[src/rtl/i2c_evt_pkg.sv]
package i2c_evt_pkg;
  localparam int NUM_EVT = 7;
  localparam int CODE_W  = $clog2(NUM_EVT + 1);

  localparam int EV_ARB  = 0;
  localparam int EV_NACK = 1;
  localparam int EV_ARDY = 2;
  localparam int EV_RXR  = 3;
  localparam int EV_TXR  = 4;
  localparam int EV_STOP = 5;
  localparam int EV_AAS  = 6;

  // flags that a status write may clear with a 1
  localparam logic [NUM_EVT-1:0] W1C_SET = 7'b0100100;

  typedef struct packed {
    logic wrMask;
    logic wrStat;
    logic rdVec;
    logic rdRx;
    logic wrTx;
  } evtStrobe_t;
endpackage

[src/rtl/i2c_evt_prio.sv]
module i2c_evt_prio
  import i2c_evt_pkg::*;
(
  input  logic [NUM_EVT-1:0] pend,
  output logic [CODE_W-1:0]  code
);
  always_comb begin
    code = '0;
    for (int i = NUM_EVT - 1; i >= 0; i--) begin
      if (pend[i]) code = CODE_W'(i + 1);
    end
  end
endmodule

[src/rtl/i2c_evt_ctrl.sv]
module i2c_evt_ctrl
  import i2c_evt_pkg::*;
#(
  parameter int ADDR_W = 3,
  parameter logic [ADDR_W-1:0] A_MASK = 0,
  parameter logic [ADDR_W-1:0] A_STAT = 1,
  parameter logic [ADDR_W-1:0] A_VEC  = 2,
  parameter logic [ADDR_W-1:0] A_RX   = 3,
  parameter logic [ADDR_W-1:0] A_TX   = 4
) (
  input  logic              wrEn,
  input  logic              rdEn,
  input  logic [ADDR_W-1:0] addr,
  output evtStrobe_t        strb
);
  always_comb begin
    strb        = '0;
    strb.wrMask = wrEn && (addr == A_MASK);
    strb.wrStat = wrEn && (addr == A_STAT);
    strb.wrTx   = wrEn && (addr == A_TX);
    strb.rdVec  = rdEn && (addr == A_VEC);
    strb.rdRx   = rdEn && (addr == A_RX);
  end
endmodule

[src/rtl/i2c_evt_dpath.sv]
module i2c_evt_dpath
  import i2c_evt_pkg::*;
#(
  parameter int ADDR_W = 3,
  parameter int DATA_W = 16,
  parameter int RX_W   = 8,
  parameter int FULL_BIT = 11,
  parameter int BUSY_BIT = 12,
  parameter logic [ADDR_W-1:0] A_MASK = 0,
  parameter logic [ADDR_W-1:0] A_STAT = 1,
  parameter logic [ADDR_W-1:0] A_VEC  = 2,
  parameter logic [ADDR_W-1:0] A_RX   = 3
) (
  input  logic               clk,
  input  logic               rstN,
  input  evtStrobe_t         strb,
  input  logic [ADDR_W-1:0]  addr,
  input  logic [DATA_W-1:0]  wrData,
  output logic [DATA_W-1:0]  rdData,
  input  logic [NUM_EVT-1:0] evtPulse,
  input  logic               rxFull,
  input  logic               busBusy,
  input  logic [RX_W-1:0]    rxData,
  output logic [RX_W-1:0]    txData,
  output logic               txLoad,
  output logic               irq
);
  logic [NUM_EVT-1:0] flags;
  logic [NUM_EVT-1:0] maskReg;
  logic [NUM_EVT-1:0] clrVec;
  logic [NUM_EVT-1:0] pend;
  logic [CODE_W-1:0]  vecCode;
  logic [DATA_W-1:0]  statWord;

  assign pend = flags & maskReg;

  i2c_evt_prio u_prio (.pend(pend), .code(vecCode));

  for (genvar i = 0; i < NUM_EVT; i++) begin : g_flag
    logic byVec, byW1c, byData;
    assign byVec = strb.rdVec && (vecCode == CODE_W'(i + 1));
    if (W1C_SET[i]) begin : g_w1c
      assign byW1c = strb.wrStat && wrData[i];
    end else begin : g_now1c
      assign byW1c = 1'b0;
    end
    if (i == EV_RXR) begin : g_rx
      assign byData = strb.rdRx;
    end else if (i == EV_TXR) begin : g_tx
      assign byData = strb.wrTx;
    end else begin : g_nod
      assign byData = 1'b0;
    end
    assign clrVec[i] = byVec || byW1c || byData;

    always_ff @(posedge clk) begin
      if (!rstN) flags[i] <= 1'b0;
      else       flags[i] <= evtPulse[i] | (flags[i] & ~clrVec[i]);
    end

    AST_EVT_LATCH: assert property (@(posedge clk) disable iff (!rstN)
      evtPulse[i] |=> flags[i]);
    AST_VEC_CLEARS: assert property (@(posedge clk) disable iff (!rstN)
      (strb.rdVec && vecCode == CODE_W'(i + 1) && !evtPulse[i]) |=> !flags[i]);
    AST_CLEAR_CAUSE: assert property (@(posedge clk) disable iff (!rstN)
      $fell(flags[i]) |-> $past(strb.rdVec || strb.wrStat || strb.rdRx || strb.wrTx));
  end

  always_ff @(posedge clk) begin
    if (!rstN) begin
      maskReg <= '0;
      txData  <= '0;
      txLoad  <= 1'b0;
    end else begin
      if (strb.wrMask) maskReg <= wrData[NUM_EVT-1:0];
      txLoad <= strb.wrTx;
      if (strb.wrTx) txData <= wrData[RX_W-1:0];
    end
  end

  assign irq = |pend;

  always_comb begin
    statWord           = '0;
    statWord[NUM_EVT-1:0] = flags;
    statWord[FULL_BIT] = rxFull;
    statWord[BUSY_BIT] = busBusy;
  end

  always_comb begin
    rdData = '0;
    case (addr)
      A_MASK: rdData[NUM_EVT-1:0] = maskReg;
      A_STAT: rdData = statWord;
      A_VEC:  rdData[CODE_W-1:0] = vecCode;
      A_RX:   rdData[RX_W-1:0] = rxData;
      default: rdData = '0;
    endcase
  end

  AST_IRQ_VEC: assert property (@(posedge clk) disable iff (!rstN)
    irq == (vecCode != '0));
  AST_PRIO_LOWEST: assert property (@(posedge clk) disable iff (!rstN)
    (vecCode != '0) |-> (flags[vecCode - 1'b1] &&
      ((pend & ((NUM_EVT'(1) << (vecCode - 1'b1)) - NUM_EVT'(1))) == '0)));
  AST_TX_LOAD: assert property (@(posedge clk) disable iff (!rstN)
    strb.wrTx |=> (txLoad && txData == $past(wrData[RX_W-1:0])));
endmodule

[src/rtl/i2c_evt_irq.sv]
module i2c_evt_irq
  import i2c_evt_pkg::*;
#(
  parameter int ADDR_W   = 3,
  parameter int DATA_W   = 16,
  parameter int RX_W     = 8,
  parameter int FULL_BIT = 11,
  parameter int BUSY_BIT = 12
) (
  input  logic               clk,
  input  logic               rstN,
  input  logic               wrEn,
  input  logic               rdEn,
  input  logic [ADDR_W-1:0]  addr,
  input  logic [DATA_W-1:0]  wrData,
  output logic [DATA_W-1:0]  rdData,
  input  logic [NUM_EVT-1:0] evtPulse,
  input  logic               rxFull,
  input  logic               busBusy,
  input  logic [RX_W-1:0]    rxData,
  output logic [RX_W-1:0]    txData,
  output logic               txLoad,
  output logic               irq
);
  localparam logic [ADDR_W-1:0] A_MASK = ADDR_W'(0);
  localparam logic [ADDR_W-1:0] A_STAT = ADDR_W'(1);
  localparam logic [ADDR_W-1:0] A_VEC  = ADDR_W'(2);
  localparam logic [ADDR_W-1:0] A_RX   = ADDR_W'(3);
  localparam logic [ADDR_W-1:0] A_TX   = ADDR_W'(4);

  evtStrobe_t strb;

  i2c_evt_ctrl #(
    .ADDR_W(ADDR_W), .A_MASK(A_MASK), .A_STAT(A_STAT),
    .A_VEC(A_VEC), .A_RX(A_RX), .A_TX(A_TX)
  ) u_ctrl (
    .wrEn(wrEn), .rdEn(rdEn), .addr(addr), .strb(strb)
  );

  i2c_evt_dpath #(
    .ADDR_W(ADDR_W), .DATA_W(DATA_W), .RX_W(RX_W),
    .FULL_BIT(FULL_BIT), .BUSY_BIT(BUSY_BIT),
    .A_MASK(A_MASK), .A_STAT(A_STAT), .A_VEC(A_VEC), .A_RX(A_RX)
  ) u_dpath (
    .clk(clk), .rstN(rstN), .strb(strb), .addr(addr),
    .wrData(wrData), .rdData(rdData), .evtPulse(evtPulse),
    .rxFull(rxFull), .busBusy(busBusy), .rxData(rxData),
    .txData(txData), .txLoad(txLoad), .irq(irq)
  );
endmodule

[config.mk]
export PLATFORM = sky130hd
export DESIGN_NAME = i2c_evt_irq
export DESIGN_NICKNAME = d
export VERILOG_FILES = /design/src/rtl/i2c_evt_pkg.sv /design/src/rtl/i2c_evt_prio.sv /design/src/rtl/i2c_evt_ctrl.sv /design/src/rtl/i2c_evt_dpath.sv /design/src/rtl/i2c_evt_irq.sv
export SDC_FILE = /design/constraint.sdc
export NUM_CORES = 1
export LEC_CHECK = 0
export BUFFER_PORTS_ARGS = -buffer_cell sky130_fd_sc_hd__buf_4
export CORE_MARGIN = 3
export CORE_UTILIZATION = 45
export DETAILED_ROUTE_END_ITERATION = 8
export PLACE_DENSITY_LB_ADDON = 0.3
export SYNTH_ARGS = -nofsm -noshare
export SYNTH_HDL_FRONTEND = slang
export SYNTH_SLANG_ARGS = --single-unit
[constraint.sdc]
create_clock -name clk -period 1.5 [get_ports clk]
set_input_delay 0.225 -clock clk [delete_from_list [all_inputs] [get_ports clk]]
set_output_delay 0.225 -clock clk [all_outputs]
set_load 0.05 [all_outputs]
After elaboration in Yosys (flattened, before gate mapping)
Index checks and enable logic that the tools add are counted.
{ "word_totals": {"reg_bits": 23, "input_bits": 40, "output_inout_bits": 26} }
{ "classes": {"n_eq_ne": 11, "n_mux": 11, "n_bitwise": 22, "n_reduce_logical": 20} }
{ "op_table": {"columns": ["operator", "n"], "rows": [
  ["3-bit two-way mux", 7],
  ["3-bit equality test (second input constant)", 5],
  ["1-bit logical AND", 14],
  ["3-bit by 2-bit equality test with 1-bit output (second input constant)", 4],
  ["3-bit case mux with 4 select lines", 1],
  ["4-bit case mux with 3 select lines", 1],
  ["1-bit AND", 7],
  ["7-bit AND", 1],
  ["1-bit NOT", 7],
  ["1-bit OR", 7],
  ["7-bit OR reduction", 1],
  ["3-bit by 1-bit equality test with 1-bit output (second input constant)", 2],
  ["5-bit two-way mux", 1],
  ["1-bit logical OR", 4],
  ["3-bit zero test", 1],
  ["1-bit two-way mux", 1]
]} }

Logic depth before layout (Yosys ltp)
Gate-level depths: netlist of run 1.
{ "logic_depth": {"word_depth": 14, "depth_mapped": 7, "depth_no_buf": 5} }

By module
Synthesis of run 1 repeated with hierarchy kept, for this count alone.
{ "hier_totals": {"hier_cells": 150, "hier_area_um2": 1386.3} }
{ "by_module_without_submodules": {"columns": ["mod", "instances", "cells_each", "area_each_um2"], "rows": [
  ["i2c_evt_dpath", 1, 134, 1262.5],
  ["i2c_evt_ctrl", 1, 5, 62.6],
  ["i2c_evt_prio", 1, 11, 61.3]
]} }

Least setup slack after synthesis of run 1
OpenSTA, ideal clock, no wires.
{ "synth_timing": {"path_type": "reg2out", "start": "register u_dpath.flags[2]", "end": "output rdData[2]", "arrival_ps": 2143, "slack_ps": -868, "stages_incl_launch_ff": 5, "path_cell_list": "dfxtp_1 -> a22o_1 -> a21oi_1 -> o211ai_1 -> a221oi_1"} }
{ "synth_between": {"elab_chain_cells": 5} }
{ "synth_lines": {"columns": ["item", "line", "text"], "rows": [
  ["start, declared", "i2c_evt_dpath.sv:28", "logic [NUM_EVT-1:0] flags;"],
  ["start signal, assigned by index", "i2c_evt_dpath.sv:58", "else flags[i] <= evtPulse[i] | (flags[i] & ~clrVec[i]);"],
  ["7-bit AND", "i2c_evt_dpath.sv:35", "assign pend = flags & maskReg;"],
  ["3-bit two-way mux (3 in a row)", "i2c_evt_prio.sv:10", "if (pend[i]) code = CODE_W'(i + 1);"],
  ["3-bit case mux with 4 select lines (*)", "i2c_evt_dpath.sv:92", "case (addr)"],
  ["end, declared", "i2c_evt_irq.sv:16", "output logic [DATA_W-1:0] rdData,"]
]} }
Mark *: on every way between the ends. The rest lies on a longest branch, timed or not.

Worst setup path in the final report of run 1
{ "layout_timing": {"start": "register u_dpath.flags[5]", "end": "output rdData[0]"} }
{ "layout_between": {"elab_chain_cells": 8} }
{ "layout_lines": {"columns": ["item", "line"], "rows": [
  ["7-bit AND", "i2c_evt_dpath.sv:35"],
  ["3-bit two-way mux (6 in a row)", "i2c_evt_prio.sv:10"],
  ["3-bit case mux with 4 select lines", "i2c_evt_dpath.sv:92"]
]} }
No other way between the ends.

==> impl_metrics.toml, run 1 <==
[timing]
fmax_mhz = 524.0
tns_ns = -1.750
finalCriticalPeriod_ns = 1.908
final-setup-viol-count = 9
timing.final.ws_setup_ns = -0.4085
period_share_pct = 127.2
finClkSkew_ns = 0.008875
grt_setup_unrepaired = "true"
slew_viol_final = 0
hold_violations = 0

[clock_network]
clk_pin_slew_worst_paths_ns = 0.14
cts.sinks = 23
cts_buffers = 3
ctsHoldBuffers = 0
ctsLongestPathBuffers = 2
clk_latency_ns = 0.32
cts_tree = "built"
root_buffer = "clkbuf_4"
cts_max_level = 1

[global_routing]
track_usage_pct = 24.77
grt_pass1_wl_mm = 6.651
grt_pass1_vias = 1497
grt_max_degree = 25
grt_overflow = 0
antenna_found_initial = 0

[power]
leakage_nw = 0.9481
power_density_nw_per_um2 = 642.2
vdd_ir_drop_max_uv = 605.9
total_power_mw = 1.398

[logic_synthesis]
yosysTopAreaCellShare_pct = 35.05
synthCells = 160
synthTopCellsByArea = "dfxtp_1 35%, nand2_1 9.7%, mux2i_1 6.9%"
yosysWarnings = 0
synth_edf_count = 0
ys_ff_latch = 23
avgSynthCellArea_um2 = 8.211
ys_async_sr_fraction_pct = 0
yosysUniqueCellTypes = 33
synth_top_area_cell = "dfxtp_1"
ys_seq_area_share_pct = 35.05
synth_flop_cell = "dfxtp_1"
syn-cell-area_um2 = 1314

[finish]
fillCellCount = 156
fin_cells = 269
n_antenna_cell = 0
num-nets-final = 280
area_growth_pct = 65.71
drive_above_1_share_pct = 55.23

[worst_setup_path]
worstSetupPathType = "reg -> out"
r2r-start = "u_dpath.flags[2]"
crit_start = "u_dpath.flags[5]"
r2r_setup_slack_ns = -0.06
reg2reg_to = "u_dpath.flags[3]"
end_kind = "output port"
cpLargestDelayFamily = "compound AO/OA/AOI/OAI gates"
crit_slowest_cell = "dfxtp_2"
path_common_cell = "buf_6"
worst_path_largest_cell_delay_ns = 0.36
required_ns = 1.27
start_kind = "flip-flop"
cp.arrival_ns = 1.68
cp_num_buf_inv = 2
endpoint = "rdData[0]"
rr_worst_depth = 8
cp_max_fo = 2
crit_path_cell_trace = "buf_6 -> a21oi_2 -> o211ai_2 -> a211o_1 -> a21oi_4 -> buf_6"
critical_path_depth = 6

[route]
drtIter0Drc = 55
postRouteAntennaNets = 0
detail_route.wl_per_cell_um = 16.20
firstDrtPassIters = 4
vias = 1468
viasPerCell = 5.457
drc = 0
wl_mm = 4.358

[place]
dp_hpwl_mm = 3.144
globalplace.congestion = 0.9379
dp.cells = 259
io_buffers = 51

[outcome]
outcome = "complete, but fails checks"
violations = "negative setup slack"

[worst_hold_path]
hold_class = "in -> reg"

[floorplan]
row_count = 18
start_util_pct = 50.29
die_x_um = 60.03
die-height_um = 60.03
core_um2 = 2613
dieArea_um2 = 3604
ios = 66

[flow_run]
maxCapViolCount = 0
-- how the worst min path moves through the flow --
stage          cells past startpoint   startpoint          endpoint
2_1_floorplan                      2  evtPulse[4]  u_dpath.flags[4]
3_3_place_gp                       3  evtPulse[4]  u_dpath.flags[4]
3_5_place_dp                       2  evtPulse[3]  u_dpath.flags[3]
4_1_cts                            2  evtPulse[3]  u_dpath.flags[3]
5_1_grt                            2  evtPulse[3]  u_dpath.flags[3]
6_report                           2  evtPulse[3]  u_dpath.flags[3]
-- per-layer routing --
layer  track usage, %  share of wire [%]  vias up
met5                0                  0        -
met4            10.44                2.4        0
met3            3.240                5.6       12
met2            45.99                 52       59
met1            27.79                 40      698
li1                 -                  -      699
-- timing repair --
item,in CTS,in global routing
gates resized for setup,23,22
endpoints found under the hold margin,0,0
buffers inserted,5,3
endpoints found under the setup margin,8,12
pin swaps,3,4
-- synthesized netlist by cell type (3+ instances only) --
cell	count
a21boi_1	8
a21oi_1	9
a221oi_1	3
a22oi_1	5
buf_4	6
clkbuf_1	5
dfxtp_1	23
mux2_2	4
mux2i_1	9
nand2_1	34
nand3_1	6
nor2_1	10
nor2b_1	10
o21ai_0	3
-- power breakdown --
part	total [mW]	switching [mW]	internal, mW
Clock	0.299	0.200	0.0998
Sequential	0.657	0.0203	0.637
Combinational	0.441	0.242	0.199
Total	1.40	0.462	0.936
-- worst reg2reg max path, stage by stage, from the launching register on --
cell	delay [ns]
dfxtp_2	0.36
a22o_1	0.26
a21oi_2	0.13
buf_4	0.13
buf_6	0.10
buf_6	0.09
and3_4	0.17
a21oi_2	0.06
o21a_1	0.18
-- area by class of cell --
cell class | instances | area, um^2 | area share (%)
multi-input cells | 127 | 932.1 | 42.82
well taps | 30 | 37.54 | 1.724
clock buffers | 3 | 22.52 | 1.034
clock inverters | 1 | 5.005 | 0.2299
flip-flops and latches | 23 | 471.7 | 21.67
repair buffers | 83 | 700.7 | 32.18
inverters | 2 | 7.507 | 0.3448
-- metrics by stage --
stage / setup WS [ns] / instance area (um^2) / hold WS [ns] / util [%]
after floorplan: -0.4110 / 1385 / 0.3317 / -
after global placement: -0.05789 / 1944 / 0.4259 / 74.43
after detailed placement: -0.07599 / 1944 / 0.4401 / 74.43
after CTS: -0.3918 / 2082 / 0.09985 / 79.69
after global routing: -0.4699 / 2177 / 0.08351 / 83.33
final: -0.4085 / 2177 / 0.08934 / 83.33
-- state kept, by name, indices dropped and copies added, names as in the netlist --
signal / flops
u_dpath.flags: 7
u_dpath.maskReg: 7
u_dpath.txData: 8
u_dpath.txLoad: 1
-- layout by cell type (no fill, tap or decap), types with 6 or more instances in the layout --
cell | synthesis | layout
buf_6 | 1 | 12
conb_1 | 1 | 6
buf_4 | 6 | 68
nor2b_1 | 10 | 10
dfxtp_1 | 23 | 14
nand2_1 | 34 | 32
a21boi_1 | 8 | 8
mux2i_1 | 9 | 9
dfxtp_2 | 0 | 9
-- kinds of logic (layout without fill, tap and decap cells) --
kind of cell	after synthesis	count (layout)	synth area share (%)
compound gates	37	37	19.81
buf+inv	15	89	6.666
flops	23	23	35.05
mux	13	13	10.29
other cells	1	6	0.2854
simple gates	71	71	27.90
Power figures use the tool's default switching activity.
==> run 2: changes to the inputs <==
Settings changed: CAP_MARGIN set to 20, SETUP_SLACK_MARGIN set to 0.3.
==> run 2 against run 1 <==
Against the previous run:
- the run still ends with negative setup slack left
- register-to-register slack lost 0.03 ns
- sequential power hardly changed
- flip-flop and latch count unchanged
- critical path type unchanged
- critical endpoint is now rdData[2]
==> impl_metrics.toml, run 2 (same netlist as run 1, synthesis figures left out) <==
[clock_network]
cts_buffers = 3
clk_pin_slew_worst_paths_ns = 0.14
cts_tree = "built"
clk_latency_ns = 0.33
ctsLongestPathBuffers = 2
cts.sinks = 23
cts_max_level = 1
root_buffer = "clkbuf_4"

[finish]
stdcell_area_um2 = 2282
most-common-layout-cells = "62 x buf_4, 32 x nand2_1, 18 x buf_6"
drive_above_1_share_pct = 58.33
regMostFlops = "u_dpath.txData"
final_common_cell = "buf_4"
largest_reg_flops = 8
reg.largest.list = "u_dpath.txData x8, u_dpath.flags x7, u_dpath.maskReg x7"
area_growth_pct = 73.71
num-nets-final = 281
n_antenna_cell = 0

[power]
total_power_mw = 1.429
power_switching_uw = 485.2
combPwrFrac_pct = 32.3
power_density_nw_per_um2 = 626.3
power_frac_seq_pct = 46.0
p_int_uw = 944.1
clockPowerShare_pct = 21.6
leakage_nw = 0.9903
swShare_pct = 33.95
vdd_ir_drop_max_uv = 888.9

[worst_setup_path]
crit_path_cell_trace = "a22o_1 -> a21oi_2 -> o211ai_1 -> a221oi_4 -> buf_6"
reg2reg_to = "u_dpath.flags[3]"
cp.arrival_ns = 1.73
end_kind = "output port"
start_kind = "flip-flop"
crit_slowest_cell = "dfxtp_2"
worstSetupPathType = "reg -> out"
cp_max_fo = 4
r2r_setup_slack_ns = -0.09
rr_worst_depth = 8
r2r-start = "u_dpath.flags[2]"
required_ns = 1.27
worst_path_largest_cell_delay_ns = 0.37

[route]
dr_wl_met3_um = 290
viasPerCell = 5.522
firstDrtPassIters = 4
detail_route.wl_per_cell_um = 17.10
wl_met1_mm = 1.760
postRouteAntennaNets = 0
drc = 0
drtIter0Drc = 56
highest_layer = "met4"
wl_mm = 4.616
wl_met2_mm = 2.454
vias = 1491

[worst_hold_path]
whs_path_depth = 3
hold_class = "in -> reg"
hp-start = "evtPulse[4]"
hold_end = "u_dpath.flags[4]"

[timing]
hold_violations = 0
period_share_pct = 130.3
final-setup-viol-count = 10
hold_ws_ns = 0.08151
finClkSkew_ns = 0.006449
slew_viol_final = 0
fmax_mhz = 511.8
timing.final.ws_setup_ns = -0.4540
grt_setup_unrepaired = "true"
finalCriticalPeriod_ns = 1.954

[global_routing]
antenna_found_initial = 0
grt_pass1_wl_mm = 7.417
grt_pass1_vias = 1621
track_usage_pct = 27.28
grt_overflow = 0
grt_max_degree = 25

[place]
dp_hpwl_mm = 3.227
post-place-ws_ns = -0.09392
io_buffers = 51
globalplace.congestion = 0.8550
postPlaceCellArea_um2 = 2042

[floorplan]
row_count = 18
die_x_um = 60.03
start_util_pct = 50.29
ios = 66
dieArea_um2 = 3604
die-height_um = 60.03
core_um2 = 2613

[outcome]
violations = "negative setup slack"
outcome = "complete, but fails checks"

[flow_run]
maxCapViolCount = 0
==> run 2: through the flow <==
step	setup TNS, ns	std cells	util [%]
after floorplan	-0.2742	165	-
after global routing	-2.339	270	87.36
after global placement	-0.1514	262	78.16
final	-1.789	270	87.36
after CTS	-1.791	270	85.58
after detailed placement	-0.2965	262	78.16
==> run 2: area by class of cell <==
cell class                      count  area, um^2
Clock buffer                        3       22.52
Clock inverter                      1       5.005
Fill cell                         138       330.3
Inverter                            2       7.507
Multi-Input combinational cell    127       994.7
Sequential cell                    23       476.7
Tap cell                           30       37.54
Timing Repair Buffer               84       738.2
==> run 2: timing repair <==
item,CTS,global route
buffers inserted,4,0
pin swaps,13,7
setup endpoints to repair,15,24
hold buffers,0,0
resized for setup,37,14
==> run 2: how the worst max path moves through the flow <==
stage	cells after the start	slack, ns	to	startpoint
after CTS	5	-0.43	rdData[2]	u_dpath.flags[2]
after global placement	6	-0.06	rdData[1]	u_dpath.maskReg[6]
after floorplan	4	-0.14	rdData[2]	u_dpath.flags[2]
after global routing	5	-0.52	rdData[2]	u_dpath.flags[2]
final	5	-0.45	rdData[2]	u_dpath.flags[2]
after detailed placement	6	-0.09	rdData[1]	u_dpath.maskReg[6]
==> run 2: power by group through the flow <==
stage,sequential [mW],combinational [mW],clock [mW]
after floorplan,0.682,0.253,0
after global placement,0.665,0.404,0
after detailed placement,0.667,0.416,0
after CTS,0.656,0.449,0.305
after global routing,0.660,0.488,0.331
final,0.658,0.462,0.309
==> run 2: per-layer routing <==
| metal | GRT usage, % | up-vias |
|---|---|---|
| li1 | - | 706 |
| met1 | 30.65 | 707 |
| met2 | 50.31 | 64 |
| met3 | 6.263 | 14 |
| met4 | 8.228 | 0 |
| met5 | 0 | - |
==> run 2: critical path, delay by kind of cell, from the launching register on <==
kind	cells	cell delay, ns
compound gates	4	0.84
buf+inv	1	0.19
flops	1	0.37
